[config.mk]
export PLATFORM = sky130hd
export DESIGN_NAME = crtc_timing_gen
export DESIGN_NICKNAME = d
export VERILOG_FILES = /design/src/rtl/crtc_pkg.sv /design/src/rtl/crtc_regbank.sv /design/src/rtl/crtc_hcount.sv /design/src/rtl/crtc_vcount.sv /design/src/rtl/crtc_timing_gen.sv
export SDC_FILE = /design/constraint.sdc
export NUM_CORES = 1
export LEC_CHECK = 0
export ABC_CLOCK_PERIOD_IN_PS = 2590
export BUFFER_PORTS_ARGS = -buffer_cell sky130_fd_sc_hd__buf_2
export CELL_PAD_IN_SITES_DETAIL_PLACEMENT = 1
export CELL_PAD_IN_SITES_GLOBAL_PLACEMENT = 1
export CORE_ASPECT_RATIO = 1.5
export CORE_MARGIN = 5
export CORE_UTILIZATION = 42
export DETAILED_ROUTE_END_ITERATION = 8
export HOLD_SLACK_MARGIN = 0.1
export PLACE_DENSITY = 0.8
export SLEW_MARGIN = 20
export SYNTH_ARGS = -nofsm -noshare
export SYNTH_HDL_FRONTEND = slang
export SYNTH_HIERARCHICAL = 1
export SYNTH_SLANG_ARGS = --single-unit
[constraint.sdc]
create_clock -name clk -period 2.59 [get_ports clk]
set_clock_uncertainty 0.2 [all_clocks]
set_input_delay 0.518 -clock clk [delete_from_list [all_inputs] [get_ports clk]]
set_output_delay 0.518 -clock clk [all_outputs]
set_load 0.05 [all_outputs]
[src/rtl/crtc_pkg.sv]
// Shared widths, field indices and the working-set layout of the timing generator.
package crtc_pkg;
    localparam int HW   = 9;   // horizontal position fields
    localparam int VW   = 11;  // vertical position fields
    localparam int HBEW = 6;   // horizontal blank end match width
    localparam int HSEW = 5;   // horizontal sync end match width
    localparam int VBEW = 8;   // vertical blank end match width
    localparam int VSEW = 4;   // vertical sync end match width
    localparam int AW   = 4;   // field index width
    localparam int DW   = VW;  // write data width (widest field)

    typedef enum logic [AW-1:0] {
        IDX_HTOT = 4'd0,
        IDX_HDE  = 4'd1,
        IDX_HBS  = 4'd2,
        IDX_HBE  = 4'd3,
        IDX_HSS  = 4'd4,
        IDX_HSE  = 4'd5,
        IDX_VTOT = 4'd6,
        IDX_VDE  = 4'd7,
        IDX_VBS  = 4'd8,
        IDX_VBE  = 4'd9,
        IDX_VSS  = 4'd10,
        IDX_VSE  = 4'd11
    } crtc_idx_e;

    typedef struct packed {
        logic [HW-1:0]   htot;
        logic [HW-1:0]   hde;
        logic [HW-1:0]   hbs;
        logic [HBEW-1:0] hbe;
        logic [HW-1:0]   hss;
        logic [HSEW-1:0] hse;
        logic [VW-1:0]   vtot;
        logic [VW-1:0]   vde;
        logic [VW-1:0]   vbs;
        logic [VBEW-1:0] vbe;
        logic [VW-1:0]   vss;
        logic [VSEW-1:0] vse;
    } crtc_ws_t;
endpackage

[src/rtl/crtc_regbank.sv]
// Working-set register bank.
// Merges the standard and extension write ports into one field write.
// Assumes: the extension port always wins, and a standard write is dropped while lock is high.
module crtc_regbank
    import crtc_pkg::*;
#(
    parameter int ADDR_W = AW,
    parameter int DATA_W = DW
) (
    input  logic              clk,
    input  logic              rst_n,
    input  logic              lock,
    input  logic              std_we,
    input  logic [ADDR_W-1:0] std_addr,
    input  logic [DATA_W-1:0] std_wdata,
    input  logic              ext_we,
    input  logic [ADDR_W-1:0] ext_addr,
    input  logic [DATA_W-1:0] ext_wdata,
    output crtc_ws_t          ws
);
    logic              sel_we;
    logic [ADDR_W-1:0] sel_addr;
    logic [DATA_W-1:0] sel_data;

    // Pick the winning write port for this clock.
    always_comb begin
        sel_we   = ext_we | (std_we & ~lock);
        sel_addr = ext_we ? ext_addr  : std_addr;
        sel_data = ext_we ? ext_wdata : std_wdata;
    end

    // Store the selected field, truncated to the field width.
    always_ff @(posedge clk) begin
        if (!rst_n) begin
            ws <= '0;
        end else if (sel_we) begin
            case (crtc_idx_e'(sel_addr))
                IDX_HTOT: ws.htot <= sel_data[HW-1:0];
                IDX_HDE:  ws.hde  <= sel_data[HW-1:0];
                IDX_HBS:  ws.hbs  <= sel_data[HW-1:0];
                IDX_HBE:  ws.hbe  <= sel_data[HBEW-1:0];
                IDX_HSS:  ws.hss  <= sel_data[HW-1:0];
                IDX_HSE:  ws.hse  <= sel_data[HSEW-1:0];
                IDX_VTOT: ws.vtot <= sel_data[VW-1:0];
                IDX_VDE:  ws.vde  <= sel_data[VW-1:0];
                IDX_VBS:  ws.vbs  <= sel_data[VW-1:0];
                IDX_VBE:  ws.vbe  <= sel_data[VBEW-1:0];
                IDX_VSS:  ws.vss  <= sel_data[VW-1:0];
                IDX_VSE:  ws.vse  <= sel_data[VSEW-1:0];
                default: ;
            endcase
        end
    end

    // A locked standard write with no extension write leaves the bank unchanged.
    assert_lock_holds_R9: assert property (@(posedge clk) disable iff (!rst_n)
        (lock && std_we && !ext_we) |=> $stable(ws));

    // An extension write to the total field lands at the next edge.
    assert_ext_write_R8: assert property (@(posedge clk) disable iff (!rst_n)
        (ext_we && ext_addr == ADDR_W'(IDX_HTOT)) |=> (ws.htot == $past(ext_wdata[HW-1:0])));
endmodule

[src/rtl/crtc_hcount.sv]
// Horizontal character counter with blank, sync and active-window decode.
// A pulse starts on a full-width position match.
// It ends on a low-bit match that is tested every clock.
// Assumes: the totals come from the working set and may change at any clock.
module crtc_hcount #(
    parameter int W    = 9,
    parameter int BEW  = 6,
    parameter int SEW  = 5
) (
    input  logic           clk,
    input  logic           rst_n,
    input  logic [W-1:0]   htot,
    input  logic [W-1:0]   hde,
    input  logic [W-1:0]   hbs,
    input  logic [BEW-1:0] hbe,
    input  logic [W-1:0]   hss,
    input  logic [SEW-1:0] hse,
    output logic [W-1:0]   hcnt,
    output logic           line_end,
    output logic           hblank,
    output logic           hsync,
    output logic           hactive
);
    localparam int WX = W + 1;

    logic [WX-1:0] last_pos;
    logic          hb_held;
    logic          hs_held;

    // Last character position of the line and the pulse decodes.
    always_comb begin
        last_pos = {1'b0, htot} + WX'(4);
        line_end = ({1'b0, hcnt} >= last_pos);
        hblank   = (hcnt == hbs) | (hb_held & (hcnt[BEW-1:0] != hbe));
        hsync    = (hcnt == hss) | (hs_held & (hcnt[SEW-1:0] != hse));
        hactive  = (hcnt < hde);
    end

    // Step the character counter and remember the pulse levels.
    always_ff @(posedge clk) begin
        if (!rst_n) begin
            hcnt    <= '0;
            hb_held <= 1'b0;
            hs_held <= 1'b0;
        end else begin
            hcnt    <= line_end ? '0 : hcnt + 1'b1;
            hb_held <= hblank;
            hs_held <= hsync;
        end
    end

    // The counter either steps by one or restarts at zero.
    assert_hcnt_step_R1: assert property (@(posedge clk) disable iff (!rst_n)
        (hcnt == W'($past(hcnt) + 1'b1)) || (hcnt == '0));

    // Blank can only rise on a start match.
    assert_hblank_rise_R3: assert property (@(posedge clk) disable iff (!rst_n)
        $rose(hblank) |-> (hcnt == hbs));

    // Blank can only fall on an end match.
    assert_hblank_fall_R3: assert property (@(posedge clk) disable iff (!rst_n)
        $fell(hblank) |-> (hcnt[BEW-1:0] == hbe));

    // Sync can only fall on an end match.
    assert_hsync_fall_R4: assert property (@(posedge clk) disable iff (!rst_n)
        $fell(hsync) |-> (hcnt[SEW-1:0] == hse));
endmodule

[src/rtl/crtc_vcount.sv]
// Vertical line counter with blank, sync and active-window decode.
// Pulse levels are remembered only at line boundaries.
// Assumes: adv pulses once per line, in the last character clock of the line.
module crtc_vcount #(
    parameter int W    = 11,
    parameter int BEW  = 8,
    parameter int SEW  = 4
) (
    input  logic           clk,
    input  logic           rst_n,
    input  logic           adv,
    input  logic [W-1:0]   vtot,
    input  logic [W-1:0]   vde,
    input  logic [W-1:0]   vbs,
    input  logic [BEW-1:0] vbe,
    input  logic [W-1:0]   vss,
    input  logic [SEW-1:0] vse,
    output logic [W-1:0]   vcnt,
    output logic           vblank,
    output logic           vsync_act,
    output logic           vactive
);
    localparam int WX = W + 1;

    logic [WX-1:0] last_line;
    logic          frame_end;
    logic          vb_held;
    logic          vs_held;

    // Last line of the frame and the pulse decodes.
    always_comb begin
        last_line = {1'b0, vtot} + WX'(1);
        frame_end = ({1'b0, vcnt} >= last_line);
        vblank    = (vcnt == vbs) | (vb_held & (vcnt[BEW-1:0] != vbe));
        vsync_act = (vcnt == vss) | (vs_held & (vcnt[SEW-1:0] != vse));
        vactive   = (vcnt < vde);
    end

    // Step the line counter at each line end and remember the pulse levels.
    always_ff @(posedge clk) begin
        if (!rst_n) begin
            vcnt    <= '0;
            vb_held <= 1'b0;
            vs_held <= 1'b0;
        end else if (adv) begin
            vcnt    <= frame_end ? '0 : vcnt + 1'b1;
            vb_held <= vblank;
            vs_held <= vsync_act;
        end
    end

    // The line number changes only after a line-end clock.
    assert_vcnt_moves_R1: assert property (@(posedge clk) disable iff (!rst_n)
        (vcnt != $past(vcnt)) |-> $past(adv));

    // A change of the line number is a step of one or a return to zero.
    assert_vcnt_step_R2: assert property (@(posedge clk) disable iff (!rst_n)
        (vcnt != $past(vcnt)) |-> ((vcnt == W'($past(vcnt) + 1'b1)) || (vcnt == '0)));
endmodule

[src/rtl/crtc_timing_gen.sv]
// Top of the extended display timing generator.
// Joins the working-set bank, the horizontal counter and the vertical counter.
// It also sets the vsync polarity and the display-enable window.
// Assumes: one clock per character and synchronous active-low reset.
module crtc_timing_gen
    import crtc_pkg::*;
#(
    parameter int ADDR_W = AW,
    parameter int DATA_W = DW
) (
    input  logic              clk,
    input  logic              rst_n,
    input  logic              ws_lock,
    input  logic              vsync_invert,
    input  logic              std_we,
    input  logic [ADDR_W-1:0] std_addr,
    input  logic [DATA_W-1:0] std_wdata,
    input  logic              ext_we,
    input  logic [ADDR_W-1:0] ext_addr,
    input  logic [DATA_W-1:0] ext_wdata,
    output logic              hblank,
    output logic              hsync,
    output logic              vblank,
    output logic              vsync,
    output logic              disp_en,
    output logic [HW-1:0]     hcnt,
    output logic [VW-1:0]     vcnt
);
    crtc_ws_t ws;
    logic     line_end;
    logic     hactive;
    logic     vactive;
    logic     vsync_act;

    crtc_regbank #(.ADDR_W(ADDR_W), .DATA_W(DATA_W)) u_bank (
        .clk       (clk),
        .rst_n     (rst_n),
        .lock      (ws_lock),
        .std_we    (std_we),
        .std_addr  (std_addr),
        .std_wdata (std_wdata),
        .ext_we    (ext_we),
        .ext_addr  (ext_addr),
        .ext_wdata (ext_wdata),
        .ws        (ws)
    );

    crtc_hcount #(.W(HW), .BEW(HBEW), .SEW(HSEW)) u_h (
        .clk      (clk),
        .rst_n    (rst_n),
        .htot     (ws.htot),
        .hde      (ws.hde),
        .hbs      (ws.hbs),
        .hbe      (ws.hbe),
        .hss      (ws.hss),
        .hse      (ws.hse),
        .hcnt     (hcnt),
        .line_end (line_end),
        .hblank   (hblank),
        .hsync    (hsync),
        .hactive  (hactive)
    );

    crtc_vcount #(.W(VW), .BEW(VBEW), .SEW(VSEW)) u_v (
        .clk       (clk),
        .rst_n     (rst_n),
        .adv       (line_end),
        .vtot      (ws.vtot),
        .vde       (ws.vde),
        .vbs       (ws.vbs),
        .vbe       (ws.vbe),
        .vss       (ws.vss),
        .vse       (ws.vse),
        .vcnt      (vcnt),
        .vblank    (vblank),
        .vsync_act (vsync_act),
        .vactive   (vactive)
    );

    // Apply the vsync polarity and combine the two active windows.
    always_comb begin
        vsync   = vsync_act ^ vsync_invert;
        disp_en = hactive & vactive;
    end

    // Display enable is never high outside the horizontal window.
    assert_de_window_R7: assert property (@(posedge clk) disable iff (!rst_n)
        disp_en |-> (hcnt < ws.hde));
endmodule

==> results of run 1 <==
stage by stage:
step / util, % / instances / hold WS, ns
after floorplan: - / 772 / 0.230
after global placement: 47.5 / 1055 / 0.242
after detailed placement: 47.5 / 1055 / 0.252
after CTS: 53.4 / 1097 / 0.263
after global routing: 54.8 / 1108 / 0.288
final: 54.8 / 1108 / 0.259
area by class of cell:
| cell class | count | area (um^2) | share of cell area, % |
|---|---|---|---|
| Clock buffer | 25 | 495 | 5.39 |
| Clock inverter | 6 | 105 | 1.14 |
| Inverter | 29 | 109 | 1.18 |
| Multi-Input combinational cell | 569 | 4600 | 50.1 |
| Sequential cell | 127 | 2620 | 28.5 |
| Tap cell | 210 | 263 | 2.86 |
| Timing Repair Buffer | 142 | 1000 | 10.9 |
state kept, by name, summed over array words and instances, names as in the netlist:
register and cells:
u_h/hcnt 9, u_v/vb_held 1, u_h/hs_held 1, u_v/vs_held 1
u_bank/ws 103, u_v/vcnt 11, u_h/hb_held 1
logic make-up (layout without fill, tap and decap cells):
family,count (synthesis),in the layout,synth area share [%]
fa+ha+maj,42,42,7.38
flops,127,127,35.7
buf+inv,76,202,4.81
compound gates,62,62,6.76
xor+xnor,95,95,11.7
simple gates,253,253,17.0
mux,117,117,16.7
power by group:
group / switching, uW / internal, uW
clock: 878 / 1610
sequential: 53.8 / 2000
combinational: 523 / 357
total: 1460 / 3960
path summary, 6_finish.rpt:
kind / start / endpoint / slack (ns) / depth (start not counted)
hold / removal: u_bank/ws[41] / u_bank/ws[41] / 0.26 / 2
setup reg to reg: u_bank/ws[52] / u_v/vcnt[2] / -0.18 / 11
setup / recovery: u_bank/ws[52] / u_v/vcnt[2] / -0.18 / 11
hold reg to reg: u_bank/ws[41] / u_bank/ws[41] / 0.26 / 2
cells in the final DEF (no fill, tap or decap), types with 4 or more instances in the layout:
| cell | n |
|---|---|
| nor2_2 | 5 |
| mux2i_1 | 104 |
| nor3_2 | 8 |
| nand2_1 | 142 |
| a21oi_1 | 5 |
| buf_4 | 75 |
| o21ai_0 | 5 |
| o221ai_1 | 7 |
| mux2_2 | 12 |
| nor4_2 | 5 |
| dfxtp_4 | 13 |
| buf_2 | 54 |
| nand3_1 | 14 |
| o21ai_2 | 5 |
| xor2_1 | 60 |
| nand3_2 | 5 |
| clkbuf_8 | 4 |
| inv_1 | 26 |
| a211oi_1 | 9 |
| nand4_1 | 14 |
| xnor2_1 | 32 |
| nor2_1 | 18 |
| clkbuf_16 | 17 |
| nor3_1 | 4 |
| a21oi_2 | 4 |
| clkbuf_1 | 4 |
| dfxtp_1 | 94 |
| buf_6 | 9 |
| ha_1 | 35 |
| dfxtp_2 | 20 |
| ha_4 | 7 |
| a21o_1 | 5 |
| nor3b_1 | 5 |
routing by layer:
layer  vias to the layer above  wire length [um]  GRT usage, %
li1                       2864                 -             -
met1                      3106              9180          26.0
met2                       153             13500          46.3
met3                        83               705          4.64
met4                         0              1330          11.9
met5                         -                 0             0
worst max-delay path: stages, from the launching register on:
cell and delay [ns]:
dfxtp_2 0.34, nand4_1 0.18, or2_1 0.31, nor3_2 0.15
xnor2_1 0.10, ha_1 0.31, nand3_1 0.15, nor3_2 0.21
o211ai_1 0.13, a31oi_2 0.30, buf_4 0.20, nor2_1 0.06
what timing repair did:
action,in CTS,in global routing
pin swaps,33,24
resized for setup,73,46
cloned,0,1
setup buffers,11,10
endpoints found under the hold margin,0,0
endpoints found under the setup margin,16,16
==> results.sh, run 1 <==
export IMPL_place_area_mm2=0.00796
export IMPL_max_slew_margin_rel_pct=45.5
export IMPL_synth_cells=772
export IMPL_grt_setup_unrepaired="yes"
export IMPL_synth_top_cells_by_area="dfxtp_1 36%, mux2i_1 15%, xor2_1 7.7%"
export IMPL_avgSynthCellArea_um2=9.23
export IMPL_fp_coreArea_mm2=0.0168
export IMPL_end_kind="flop"
export IMPL_grt_pass1_vias=6855
export IMPL_die_y_um=169
export IMPL_initial_core_util_pct=42.5
export IMPL_fin_nets=964
export IMPL_clockBufferDepth=2
export IMPL_grt_max_degree=51
export IMPL_synth_yosys_seq_area_share_pct=35.7
export IMPL_die_area_mm2=0.0197
export IMPL_drive_gt1_share_pct=32.1
export IMPL_portBuffers=60
export IMPL_antenna_cells=0
export IMPL_synth_top_area_share_pct=35.7
export IMPL_place_gp_congestion=0.830
export IMPL_ys_async_sr_fraction_pct=0
export IMPL_cts_made_buffers=17
export IMPL_dp_final_hpwl_um=14800
export IMPL_ys_warn_count=6
export IMPL_vdd_ir_drop_max_mv=0.438
export IMPL_cts_clk_slew_worst_paths_ns=0.06
export IMPL_n_fill_cell=1886
export IMPL_hold_violations=0
export IMPL_grt_first_pass_wirelength_um=37400
export IMPL_cp_max_fo=5
export IMPL_status="finished with violations"
export IMPL_vias=6206
export IMPL_ctsHoldBuffers=0
export IMPL_syn_to_final_growth_pct=29.0
export IMPL_maxCapViolCount=0
export IMPL_die_w_um=116
export IMPL_yosys_area_top_type="dfxtp_1"
export IMPL_synth_commonest_cells="144 x nand2_1, 127 x dfxtp_1, 104 x mux2i_1"
export IMPL_wl_um=24700
export IMPL_setup_viol=14
export IMPL_synth_seq_cells=127
export IMPL_violations="negative setup slack"
export IMPL_rows=58
export IMPL_ioPinCount=61
export IMPL_design_area_mm2=0.00919
export IMPL_maxSlewViolCount=0
export IMPL_clock_sinks=127
export IMPL_synthDistinctLibCells=56
export IMPL_fin_total_pwr_uw=5410
export IMPL_clock_latency_ns=0.43
export IMPL_drcViolationCount=0
export IMPL_grt_overflow=0
export IMPL_worstPathArrival_ns=2.88
export IMPL_fmax_ghz=0.362
export IMPL_yosysMostFrequentCell="nand2_1"
export IMPL_period_share_pct=107
export IMPL_viasPerCell=5.60
export IMPL_synth_net_count=850
export IMPL_worstPathRequired_ns=2.71
export IMPL_powerDensity_mw_per_mm2=589
export IMPL_fin_crit_ns=2.77
export IMPL_hold_class="flop to flop"
export IMPL_setup_slack_ns=-0.176
export IMPL_drtPass1Iterations=4
export IMPL_synth_area_mm2=0.00712
export IMPL_timing_setup_tns_ns=-1.95
export IMPL_htree_levels=4
export IMPL_worst_pin_slew_ns=0.807
export IMPL_synth_edf_count=0
export IMPL_antenna_left=0
export IMPL_leakage_uw=0.00437
export IMPL_synth_ff_type="dfxtp_1"
export IMPL_drtIter0Drc=303
export IMPL_clock_root_buffer="clkbuf_16"
export IMPL_crit_type="flop to flop"
export IMPL_wl_per_cell_um=22.3
export IMPL_post_place_ws_ns=-0.0992
export IMPL_critPathLaunchType="flop"
export IMPL_tritoncts="yes"
export IMPL_grt_use_total_pct=24.8
export IMPL_antenna_found_initial=0
Note: power is estimated with default switching activity, not from simulation.
==> inputs of run 2 (changes only) <==
--- a/config.mk
+++ b/config.mk
@@ -5,16 +5,17 @@
 export SDC_FILE = /design/constraint.sdc
 export NUM_CORES = 1
 export LEC_CHECK = 0
+export ABC_AREA = 1
 export ABC_CLOCK_PERIOD_IN_PS = 2590
 export BUFFER_PORTS_ARGS = -buffer_cell sky130_fd_sc_hd__buf_2
 export CELL_PAD_IN_SITES_DETAIL_PLACEMENT = 1
 export CELL_PAD_IN_SITES_GLOBAL_PLACEMENT = 1
 export CORE_ASPECT_RATIO = 1.5
 export CORE_MARGIN = 5
-export CORE_UTILIZATION = 42
+export CORE_UTILIZATION = 40
 export DETAILED_ROUTE_END_ITERATION = 8
 export HOLD_SLACK_MARGIN = 0.1
-export PLACE_DENSITY = 0.8
+export PLACE_DENSITY = 0.81
 export SLEW_MARGIN = 20
 export SYNTH_ARGS = -nofsm -noshare
 export SYNTH_HDL_FRONTEND = slang
==> results.sh, run 2 <==
export IMPL_status="finished with violations"
export IMPL_violations="negative setup slack"
export IMPL_fin_total_pwr_uw=5780
export IMPL_leakage_uw=0.00449
export IMPL_post_place_ws_ns=-0.189
export IMPL_synth_edf_count=0
export IMPL_setup_viol=14
export IMPL_reg_top3="u_bank/ws x103, u_v/vcnt x11, u_h/hcnt x9"
export IMPL_synth_compound_area_share_pct=3.61
export IMPL_timing_setup_tns_ns=-2.45
export IMPL_synthAdderAreaFrac_pct=6.69
export IMPL_grt_overflow=0
export IMPL_tritoncts="yes"
export IMPL_hold_start="u_h/hs_held"
export IMPL_grt_pass1_vias=8581
export IMPL_powerDensity_mw_per_mm2=576
export IMPL_maxSlewViolCount=0
export IMPL_clock_latency_ns=0.43
export IMPL_worstPathArrival_ns=2.93
export IMPL_initial_core_util_pct=40.9
export IMPL_dp_final_hpwl_um=18900
export IMPL_place_gp_congestion=0.839
export IMPL_worst_pin_slew_ns=0.591
export IMPL_synthDistinctLibCells=43
export IMPL_antenna_found_initial=0
export IMPL_crit_type="flop to flop"
export IMPL_die_w_um=124
export IMPL_multi_input_comb_area_mm2=0.00491
export IMPL_synth_ff_type="dfxtp_1"
export IMPL_place_area_mm2=0.00875
export IMPL_muxShareOfSynthArea_pct=0
export IMPL_regMostFlops="u_bank/ws"
export IMPL_vdd_ir_drop_max_mv=0.449
export IMPL_fin_nets=1347
export IMPL_grt_setup_unrepaired="yes"
export IMPL_n_fill_cell=2517
export IMPL_cp_slowest_stage_delay_ns=0.36
export IMPL_ys_warn_count=6
export IMPL_cts_clk_slew_worst_paths_ns=0.06
export IMPL_crit_start="u_bank/ws[45]"
export IMPL_cpMostUsedCell="nand2_1"
export IMPL_design_area_mm2=0.0100
export IMPL_synth_yosys_seq_area_share_pct=32.3
export IMPL_synth_seq_cells=127
export IMPL_synth_area_mm2=0.00786
export IMPL_synth_top_area_share_pct=32.3
export IMPL_mostFrequentLayoutCell="nor2_1"
export IMPL_grt_use_total_pct=24.9
export IMPL_avgSynthCellArea_um2=6.81
export IMPL_synth_top_family_by_area="simple AND/OR/NAND/NOR gates"
export IMPL_crit_reg2reg_launch="u_bank/ws[45]"
export IMPL_die_y_um=182
export IMPL_critPathLaunchType="flop"
export IMPL_cp_max_fo=6
export IMPL_die_area_mm2=0.0226
export IMPL_fp_coreArea_mm2=0.0192
export IMPL_critical_path_slowest_cell="dfxtp_2"
export IMPL_htree_levels=4
export IMPL_clockBufferDepth=2
export IMPL_viasPerCell=5.23
export IMPL_drtPass1Iterations=5
export IMPL_cts_made_buffers=17
export IMPL_hold_violations=0
export IMPL_fin_util_pct=52.2
export IMPL_syn_to_final_growth_pct=27.7
export IMPL_grt_first_pass_wirelength_um=44900
export IMPL_max_slew_margin_rel_pct=60.6
export IMPL_vias=8041
export IMPL_wl_um=29500
export IMPL_seq_area_mm2=0.00261
export IMPL_end_kind="flop"
export IMPL_synth_xor_area_share_pct=7.13
export IMPL_period_share_pct=109
export IMPL_ys_async_sr_fraction_pct=0
export IMPL_rows=62
export IMPL_drive_gt1_share_pct=28.3
export IMPL_layout_common_cells="244 x nor2_1, 243 x nand2_1, 121 x nand3_1"
export IMPL_yosysMostFrequentCell="nor2_1"
export IMPL_clock_sinks=127
export IMPL_fmax_ghz=0.355
export IMPL_antenna_left=0
export IMPL_largest_reg_flops=103
export IMPL_hold_class="flop to flop"
export IMPL_path_buf_inv=3
export IMPL_synth_top_cells_by_area="dfxtp_1 32%, nor2_1 12%, nand2_1 12%"
export IMPL_synth_cells=1154
export IMPL_drcViolationCount=0
export IMPL_yosys_area_top_type="dfxtp_1"
export IMPL_crit_chain="ha_4 > nand3_4 > nor2_4 > nand3_4 > nor2_4 > xor2_1 > inv_1 > ha_4 > inv_4 > nor3_4 > nor3b_2 > nand2_1 > nand2_1 > nand2_1 > nand2_2 > buf_8 > nor2_2"
export IMPL_synth_net_count=1232
export IMPL_antenna_cells=0
export IMPL_wl_per_cell_um=19.2
export IMPL_maxCapViolCount=0
export IMPL_worstPathRequired_ns=2.70
export IMPL_fin_crit_ns=2.82
export IMPL_synth_commonest_cells="253 x nor2_1, 252 x nand2_1, 127 x dfxtp_1"
export IMPL_ioPinCount=61
export IMPL_setup_slack_ns=-0.226
export IMPL_critPathTopFamily="simple AND/OR/NAND/NOR gates"
export IMPL_drtIter0Drc=417
export IMPL_grt_max_degree=38
export IMPL_portBuffers=60
export IMPL_yosys_area_share_simple_pct=40.6
export IMPL_clock_root_buffer="clkbuf_16"
## run 2: cell types whose count changed after synthesis, moves of 10 or more
cell     delta
nor2_2     +21
or2_2      +12
inv_1      +56
nor2_4     +10
mux2_2     -12
nand2_2    +13
xor2_1     -26
mux2i_1   -104
buf_4      +11
nor2_1    +230
nand3_1   +104
nand2_1   +108
## run 2: through the flow
stage                     cells  hold slack (ns)
after floorplan            1154            0.249
after global placement     1479            0.261
after detailed placement   1479            0.271
after CTS                  1523            0.279
after global routing       1537            0.303
final                      1537            0.276
## run 2: routing by layer
layer	GRT usage, %	part of all wire [%]	vias up
met4	13.1	5.4	0
li1	-	-	3823
met1	25.2	37	3890
met3	4.47	3.5	102
met5	0	0	-
met2	47.9	55	226
## run 2: final cells by class
class                      count  area share [%]
clock buffer                  18            4.37
clock inverter                13            1.41
inverter                      98            3.86
multi-input combinational    871            48.9
sequential                   127            26.0
tap                          256            3.19
timing repair buffer         154            12.2
## run 2: power breakdown
part           internal [uW]  switching (uW)
clock network           1430             934
logic                    477             851
registers               2020            63.5
## run 2: timing repair
action	4_1_cts	5_1_grt
endpoints found under the setup margin	16	16
gates cloned	1	0
setup buffers	14	17
pin swaps	25	33
hold buffers	0	0
gates resized for setup	80	65
## run 2: final timing paths
check	to	slack, ns	cells after the start
max	u_v/vcnt[5]	-0.23	17
min	u_h/hs_held	0.28	2
max reg2reg	u_v/vcnt[5]	-0.23	17
min reg2reg	u_h/hs_held	0.28	2
## run 2: worst register-to-register path, cell delays in order (launching register included)
cell     delay (ns)
dfxtp_2        0.36
ha_4           0.16
nand3_4        0.09
nor2_4         0.14
nand3_4        0.11
nor2_4         0.10
xor2_1         0.22
inv_1          0.11
ha_4           0.29
inv_4          0.04
nor3_4         0.16
nor3b_2        0.18
nand2_1        0.07
nand2_1        0.09
nand2_1        0.09
nand2_2        0.12
buf_8          0.15
nor2_2         0.04
## run 2: logic make-up (layout without fill, tap and decap cells)
group | after synthesis | count (layout)
buf+inv | 156 | 283
fa+ha+maj | 42 | 42
flops | 127 | 127
compound gates | 47 | 47
xor+xnor | 64 | 64
simple gates | 718 | 718
==> inputs of run 3 (changes only) <==
--- a/config.mk
+++ b/config.mk
@@ -10,12 +10,12 @@
 export BUFFER_PORTS_ARGS = -buffer_cell sky130_fd_sc_hd__buf_2
 export CELL_PAD_IN_SITES_DETAIL_PLACEMENT = 1
 export CELL_PAD_IN_SITES_GLOBAL_PLACEMENT = 1
-export CORE_ASPECT_RATIO = 1.5
+export CORE_ASPECT_RATIO = 1.25
 export CORE_MARGIN = 5
 export CORE_UTILIZATION = 40
 export DETAILED_ROUTE_END_ITERATION = 8
 export HOLD_SLACK_MARGIN = 0.1
-export PLACE_DENSITY = 0.81
+export PLACE_DENSITY = 0.88
 export SLEW_MARGIN = 20
 export SYNTH_ARGS = -nofsm -noshare
 export SYNTH_HDL_FRONTEND = slang
==> results.sh, run 3 (same netlist as run 2, synthesis figures left out) <==
export IMPL_cts_made_buffers=17
export IMPL_die_w_um=135
export IMPL_crit_chain="ha_4 > nand3_4 > nor2_4 > nand3_2 > nor2_2 > xor2_1 > inv_1 > ha_4 > inv_4 > nor3_4 > nor3b_2 > nand2_1 > nand2_1 > nand2_2 > nand2_4 > buf_12 > nor2_2"
export IMPL_ioPinCount=61
export IMPL_leakage_uw=0.00462
export IMPL_place_area_mm2=0.00878
export IMPL_fp_coreArea_mm2=0.0194
export IMPL_vias=8775
export IMPL_setup_viol=15
export IMPL_cp_max_fo=6
export IMPL_grt_pass1_vias=9045
export IMPL_fin_total_pwr_uw=6010
export IMPL_whs_endpoint="u_h/hb_held"
export IMPL_maxCapViolCount=0
export IMPL_period_share_pct=112
export IMPL_r2r_end="u_v/vcnt[0]"
export IMPL_worstRegToRegCells=17
export IMPL_max_slew_margin_rel_pct=64.0
export IMPL_critPathLaunchType="flop"
export IMPL_clock_latency_ns=0.43
export IMPL_mostFrequentLayoutCell="nor2_1"
export IMPL_largest_reg_flops=103
export IMPL_layout_common_cells="241 x nor2_1, 239 x nand2_1, 116 x nand3_1"
export IMPL_maxSlewViolCount=0
export IMPL_htree_levels=4
export IMPL_hold_violations=0
export IMPL_rows=57
export IMPL_p_comb_share_pct=23.3
export IMPL_grt_setup_unrepaired="yes"
export IMPL_cp_slowest_stage_delay_ns=0.37
export IMPL_holdPathStages=2
export IMPL_wl_per_cell_um=22.9
export IMPL_die_area_mm2=0.0226
export IMPL_fin_crit_ns=2.90
export IMPL_clockBufferDepth=2
export IMPL_clock_root_buffer="clkbuf_16"
export IMPL_met2_length_um=17600
export IMPL_drtIter0Drc=811
export IMPL_setup_slack_ns=-0.313
export IMPL_power_frac_clock_pct=41.9
export IMPL_drtPass1Iterations=6
export IMPL_regMostFlops="u_bank/ws"
export IMPL_regToRegSetupSlack_ns=-0.31
export IMPL_grt_overflow=0
export IMPL_pwr_share_seq_pct=34.8
export IMPL_wl_met3_um=2360
export IMPL_die_y_um=167
export IMPL_viasPerCell=5.63
export IMPL_routed_top_layer="met4"
export IMPL_ctsHoldBuffers=0
export IMPL_drcViolationCount=0
export IMPL_hold_start="u_h/hb_held"
export IMPL_place_gp_congestion=0.854
export IMPL_p_int_uw=4060
export IMPL_vdd_ir_drop_max_mv=0.514
export IMPL_dp_final_hpwl_um=19500
export IMPL_critical_path_slowest_cell="dfxtp_4"
export IMPL_tritoncts="yes"
export IMPL_status="finished with violations"
export IMPL_grt_max_degree=61
export IMPL_powerDensity_mw_per_mm2=586
export IMPL_syn_to_final_growth_pct=30.4
export IMPL_crit_type="flop to flop"
export IMPL_cts_clk_slew_worst_paths_ns=0.06
export IMPL_design_area_mm2=0.0103
export IMPL_crit_reg2reg_launch="u_bank/ws[45]"
export IMPL_hold_class="flop to flop"
export IMPL_worstPathRequired_ns=2.70
export IMPL_fin_nets=1359
export IMPL_worst_pin_slew_ns=0.537
export IMPL_end_kind="flop"
export IMPL_clock_sinks=127
export IMPL_switching_share_pct=32.5
export IMPL_antenna_found_initial=0
export IMPL_wl_um=35700
export IMPL_fmax_ghz=0.344
export IMPL_met1Wirelength_um=12800
export IMPL_worstPathArrival_ns=3.02
export IMPL_drive_gt1_share_pct=30.1
export IMPL_grt_first_pass_wirelength_um=48700
export IMPL_power_switching_uw=1950
export IMPL_initial_core_util_pct=40.5
export IMPL_portBuffers=60
export IMPL_violations="negative setup slack"
export IMPL_grt_use_total_pct=27.8
export IMPL_antenna_left=0
export IMPL_reg_top3="u_bank/ws x103, u_v/vcnt x11, u_h/hcnt x9"
run 3: area by class of cell:
type / count / area [um^2]
Fill cell: 2442 / 9150
Multi-Input combinational cell: 872 / 5030
Sequential cell: 127 / 2610
Timing Repair Buffer: 165 / 1270
Clock buffer: 23 / 508
Inverter: 98 / 390
Tap cell: 265 / 332
Clock inverter: 8 / 104
Antenna cell: 1 / 2.50
run 3: worst max path at each step:
| stage | endpoint | from | depth (start not counted) | slack, ns |
|---|---|---|---|---|
| detailed placement | u_v/vcnt[9] | u_bank/ws[96] | 19 | -0.29 |
| finish | u_v/vcnt[0] | u_bank/ws[45] | 17 | -0.31 |
| global route | u_v/vcnt[0] | u_bank/ws[45] | 17 | -0.36 |
| floorplan | u_v/vcnt[1] | u_bank/ws[45] | 17 | 0.02 |
| CTS | u_v/vcnt[0] | u_bank/ws[45] | 18 | -0.12 |
| global placement | u_v/vcnt[1] | u_bank/ws[45] | 17 | -0.06 |
run 3: layer usage:
metal  up-vias  track usage [%]
met1      4252             29.6
met4         0             19.0
li1       3861                -
met3       212             6.46
met5         -                0
met2       450             48.2
run 3: repair_timing:
action	CTS	global route
buffers inserted	13	20
pin swaps	25	40
cloned	1	1
gates resized for setup	88	81
setup endpoints to repair	17	26
run 3: critical path: cells and delay by family (launching register included):
kind                     cells  cell delay, ns
AND/OR/NAND/NOR             11            1.28
adder cells (fa/ha/maj)      2            0.44
flip-flops                   1            0.37
buffers and inverters        3            0.31
XOR/XNOR                     1            0.18
run 3: power groups by stage:
stage	Combinational (uW)	Clock [uW]	Sequential, uW
5_1_grt	1470	2620	2100
4_1_cts	1260	2510	2090
3_5_place_dp	1150	0	2130
3_3_place_gp	1100	0	2120
6_report	1400	2520	2090
2_1_floorplan	731	0	2160
run 3: per-stage QoR:
| step | util (%) | hold WS [ns] | std cells | setup slack [ns] | setup TNS [ns] |
|---|---|---|---|---|---|
| after detailed placement | 45.2 | 0.274 | 1495 | -0.289 | -3.06 |
| final | 52.9 | 0.291 | 1559 | -0.313 | -3.51 |
| after CTS | 50.7 | 0.279 | 1540 | -0.123 | -1.36 |
| after floorplan | - | 0.249 | 1154 | 0.0183 | 0 |
| after global placement | 45.2 | 0.261 | 1495 | -0.0596 | -0.607 |
| after global routing | 52.8 | 0.305 | 1558 | -0.363 | -4.47 |
